File: config.mk
export PLATFORM = sky130hd
export DESIGN_NAME = porta_ctl_reg
export DESIGN_NICKNAME = d
export VERILOG_FILES = /design/src/rtl/porta_pkg.sv /design/src/rtl/porta_decode.sv /design/src/rtl/porta_bits.sv /design/src/rtl/porta_events.sv /design/src/rtl/porta_ctl_reg.sv
export SDC_FILE = /design/constraint.sdc
export NUM_CORES = 1
export LEC_CHECK = 0
export BUFFER_PORTS_ARGS = -buffer_cell sky130_fd_sc_hd__buf_2
export CAP_MARGIN = 30
export CORE_AREA = 2 2 39 41
export DETAILED_ROUTE_END_ITERATION = 12
export DIE_AREA = 0 0 41 43
export GPL_ROUTABILITY_DRIVEN = 1
export PLACE_DENSITY_LB_ADDON = 0.2
export SYNTH_ARGS = -nofsm -noshare
export SYNTH_HDL_FRONTEND = slang
export SYNTH_SLANG_ARGS = --single-unit
File: constraint.sdc
create_clock -name clk -period 1.55 [get_ports clk]
set_input_delay 0.2325 -clock clk [delete_from_list [all_inputs] [get_ports clk]]
set_output_delay 0.2325 -clock clk [all_outputs]
set_load 0.03 [all_outputs]
File: src/rtl/porta_pkg.sv
package porta_pkg;
   // Bit positions software depends on
   localparam int unsigned A20_POS = 1;
   localparam int unsigned RST_POS = 0;
   localparam int unsigned LIVE_BITS = 2;

   typedef struct packed {
      logic a20;
      logic rst;
   } porta_state_t;
endpackage

File: src/rtl/porta_decode.sv
module porta_decode #(
   parameter int unsigned ADDR_W = 16,
   parameter logic [ADDR_W-1:0] PORT_ADDR = 'h92
) (
   input  logic [ADDR_W-1:0] io_addr,
   input  logic              io_wr,
   input  logic              io_rd,
   output logic              wr_hit,
   output logic              rd_hit
);
   logic sel;

   // Full-width compare: aliases must not decode
   assign sel    = (io_addr == PORT_ADDR);
   assign wr_hit = io_wr & sel;
   assign rd_hit = io_rd & sel;
endmodule

File: src/rtl/porta_bits.sv
module porta_bits
   import porta_pkg::*;
#(
   parameter porta_state_t RST_STATE = '{a20: 1'b1, rst: 1'b0}
) (
   input  logic         clk,
   input  logic         rst_n,
   input  logic         wr_hit,
   input  logic         wr_a20,
   input  logic         wr_rst,
   input  logic         kbd_upd,
   input  logic         kbd_a20,
   output porta_state_t cur,
   output porta_state_t nxt
);
   always_comb begin
      nxt = cur;
      if (kbd_upd) begin
         nxt.a20 = kbd_a20;
      end
      // The bus write is applied last, so it wins a same-cycle conflict
      if (wr_hit) begin
         nxt.a20 = wr_a20;
         nxt.rst = wr_rst;
      end
   end

   always_ff @(posedge clk) begin
      if (!rst_n) begin
         cur <= RST_STATE;
      end else begin
         cur <= nxt;
      end
   end
endmodule

File: src/rtl/porta_events.sv
module porta_events
   import porta_pkg::*;
(
   input  logic         clk,
   input  logic         rst_n,
   input  porta_state_t cur,
   input  porta_state_t nxt,
   input  logic         smi_en,
   output logic         smi_evt,
   output logic         rst_req
);
   logic a20_flip;
   logic rst_rise;

   assign a20_flip = cur.a20 ^ nxt.a20;
   assign rst_rise = ~cur.rst & nxt.rst;

   always_ff @(posedge clk) begin
      if (!rst_n) begin
         smi_evt <= 1'b0;
         rst_req <= 1'b0;
      end else begin
         smi_evt <= smi_en & a20_flip;
         rst_req <= rst_rise;
      end
   end
endmodule

File: src/rtl/porta_ctl_reg.sv
module porta_ctl_reg
   import porta_pkg::*;
#(
   parameter int unsigned ADDR_W    = 16,
   parameter int unsigned DATA_W    = 8,
   parameter logic [ADDR_W-1:0] PORT_ADDR = 'h92,
   parameter logic [DATA_W-1:0] RESET_VAL = 'h02,
   parameter bit          RDATA_REG = 1'b0
) (
   input  logic              clk,
   input  logic              rst_n,
   input  logic [ADDR_W-1:0] io_addr,
   input  logic              io_wr,
   input  logic              io_rd,
   input  logic [DATA_W-1:0] io_wdata,
   output logic [DATA_W-1:0] io_rdata,
   input  logic              kbd_upd,
   input  logic              kbd_a20,
   input  logic              smi_en,
   output logic              a20_mask_n,
   output logic              warm_rst_req,
   output logic              smi_a20_evt
);
   localparam int unsigned RSV_W = DATA_W - LIVE_BITS;
   localparam porta_state_t RST_STATE = '{a20: RESET_VAL[A20_POS], rst: RESET_VAL[RST_POS]};

   // Elaboration-time parameter checks
   if (DATA_W < LIVE_BITS) begin : g_bad_width
      $error("porta_ctl_reg: DATA_W must hold the two live bits");
   end
   if (ADDR_W < 1) begin : g_bad_addr
      $error("porta_ctl_reg: ADDR_W must be nonzero");
   end
   if (RESET_VAL[DATA_W-1:LIVE_BITS] != '0) begin : g_bad_rst
      $error("porta_ctl_reg: reserved reset bits must be zero");
   end

   logic         wr_hit;
   logic         rd_hit;
   porta_state_t cur;
   porta_state_t nxt;
   logic         rst_bit_q;
   logic [DATA_W-1:0] rd_word;

   porta_decode #(
      .ADDR_W   (ADDR_W),
      .PORT_ADDR(PORT_ADDR)
   ) u_dec (
      .io_addr(io_addr),
      .io_wr  (io_wr),
      .io_rd  (io_rd),
      .wr_hit (wr_hit),
      .rd_hit (rd_hit)
   );

   porta_bits #(
      .RST_STATE(RST_STATE)
   ) u_bits (
      .clk    (clk),
      .rst_n  (rst_n),
      .wr_hit (wr_hit),
      .wr_a20 (io_wdata[A20_POS]),
      .wr_rst (io_wdata[RST_POS]),
      .kbd_upd(kbd_upd),
      .kbd_a20(kbd_a20),
      .cur    (cur),
      .nxt    (nxt)
   );

   porta_events u_evt (
      .clk    (clk),
      .rst_n  (rst_n),
      .cur    (cur),
      .nxt    (nxt),
      .smi_en (smi_en),
      .smi_evt(smi_a20_evt),
      .rst_req(warm_rst_req)
   );

   assign a20_mask_n = cur.a20;
   assign rst_bit_q  = cur.rst;

   // Reserved field is tied to zero; only the live bits are placed
   always_comb begin
      rd_word = {{RSV_W{1'b0}}, cur.a20, cur.rst};
   end

   if (RDATA_REG) begin : g_rd_reg
      logic [DATA_W-1:0] rdata_q;
      always_ff @(posedge clk) begin
         if (!rst_n) begin
            rdata_q <= '0;
         end else begin
            rdata_q <= rd_hit ? rd_word : '0;
         end
      end
      assign io_rdata = rdata_q;
   end else begin : g_rd_comb
      assign io_rdata = rd_hit ? rd_word : '0;
   end
endmodule

==> qor.csv <==
metric,value,unit
share of total power in sequential cells,33.6,%
CTS tree,done,
crit-path max FO,3,
most instantiated cells after synthesis,"buf_4, dfxtp_1, nor2b_1",
die height,43,µm
syn avg cell area,9.24,µm²
total gr overflow,0,
cell taking the most area after synthesis,dfxtp_1,
Final Net Count,101,
Hold WC Path Type,in -> reg,
outcome,finished clean,
CP arrival,1.26,ns
"EDFF count, synth",0,
met1 wire length,308,µm
worst skew pair latency,0.23,ns
hold slack,0.226,ns
Placement Cell Area,479,µm²
I/O Pins,42,
most common cell in the synthesized netlist,buf_4,
Layout Utilization,38.2,%
Yosys cell types,22,
vias in the first global route,343,
clock slew at reported path FFs,0.03,ns
Rows,14,
Synth Register Bits,4,
dpl cells,81,
Fin Setup TNS,0,ns
Initial DRC Count,1,
H-tree Lvls,1,
CP required,1.32,ns
pre-CTS WS,0.0182,ns
worst reg2reg startpoint,u_bits.cur[1],
global placer's final weighted congestion,0.634,
mux cell area share after synthesis,0,%
Gate power share,28.2,%
Post-synth ARST share,0,%
Synth area leaders,"dfxtp_1, buf_4, nor4b_2",
Final setup viols,0,
first-pass GRT wire length,1230,µm
leak pwr,0.258,nW
Clock Power Share,38.2,%
Max Cap Violations,0,
Pre-Repair DR Iteration Count,2,
Antenna diodes,0,
Die Wd,41,µm
met3 WL,86,µm
non-filler cells in the finished layout,84,
Startpoint Class,input pin,
Yosys warnings,0,
endpoints failing hold,0,
largest net degree at the start of global routing,8,
P_int,0.231,mW
top cell type's share of synthesized area,24.1,%
All-Layer GR Usage,10.1,%
WL per Instance,9.82,µm
fmax,669,MHz
Final WS setup,0.0552,ns
unrepaired setup endpoints after global routing,no,
Worst setup EP type,output pin,
Max VDD drop,171,µV
layout cell share with drive strength beyond 1,58.8,%
Compound-Gate Fraction of Synth Area,12.4,%
Synth Cell Area,333,µm²
initial core utilization,24.1,%
Post-synth top flop,dfxtp_1,
Synth-to-Final Area Change,58.6,%
Overall Power,0.325,mW
DP HPWL,732,µm
simple-gate share of the synthesized area,47.7,%
clk sink count,4,
Worst Skew,0.0000438,ns
main combinational cell family by area after synthesis,simple AND/OR/NAND/NOR gates,
post-synthesis adder-cell area fraction,0,%
routed wl met2,431,µm
core area,0.00138,mm²
"Slew Viols, Final",0,
fin crit share,96.4,%
Critical Path Source,io_addr[12],
"Seq/Total Area, Yosys",24.1,%
vias post-DR,377,
power per cell area,615,mW/mm²
"Min Clock Period, post-route",1.49,ns
Clock Tree Buf Depth,2,
CTS Root Cell,clkbuf_4,
Switching Share,28.9,%
Synth Area in XOR/XNOR,0,%
full die area,0.00176,mm²
highest routed layer,met3,
P_sw,0.0938,mW
Hold Crit Start,rst_n,
Post-DRT Antenna Nets,0,
# port buffers,29,
gate count after technology mapping,36,
Vias/cell,4.49,
post-route cell area,528,µm²
kind of critical path,in -> out,
TritonCTS buffer count,3,
final wirelength,825,µm
Residual DRC,0,
initial antenna violation count,0,
-- timing repair --
action	4_1_cts	5_1_grt
setup buffers	0	0
hold buffers	0	0
endpoints found under the setup margin	0	2
gates resized for setup	0	3
-- critical path: stages --
cell and delay (ns):
buf_2 0.11, nor4_4 0.29, and4_4 0.26, and3_2 0.17
buf_2 0.19
-- final timing paths --
check                        to  slack, ns  cells after the start
setup / recovery    io_rdata[1]       0.06                      5
hold / removal    u_bits.cur[1]       0.23                      2
setup reg to reg  u_bits.cur[1]       0.62                      3
hold reg to reg   u_evt.rst_req       0.45                      1
-- area by class of cell --
type	instances	area [µm²]
sequential	4	80.1
timing repair buffer	30	153
multi-input combinational	30	249
tap	16	20.0
clock buffer	3	22.5
inverter	1	3.75
fill	154	856
-- logic make-up after synthesis --
kind of cell,after synthesis
simple gates,18
buf+inv,7
compound gates,6
flops,4
other cells,1
-- power groups by stage --
stage | sequential, mW | clock [mW] | combinational, mW
finish | 0.109 | 0.124 | 0.0915
global route | 0.110 | 0.137 | 0.0986
CTS | 0.109 | 0.134 | 0.0840
detailed placement | 0.111 | 0 | 0.0839
global placement | 0.110 | 0 | 0.0826
floorplan | 0.115 | 0 | 0.0479
-- per-layer routing --
layer | global-route usage (%) | up-vias
met3 | 0.524 | 0
met1 | 10.8 | 166
met4 | 10.0 | 0
met5 | 0 | -
met2 | 15.9 | 18
li1 | - | 193
-- state kept, by name (all words and copies together), names as in the netlist --
register and flops:
u_bits.cur 2, u_evt.rst_req 1, u_evt.smi_evt 1
-- cells in the final DEF (no fill, tap or decap), types with 2 or more instances in the layout --
cell type  instances
clkbuf_4           3
conb_1             6
buf_2             29
and3_2             2
dfxtp_1            4
nand4b_1           2
nor4b_4            3
nand2_1            2
nor2b_1            3
Note: power is estimated with default switching activity, not from simulation.
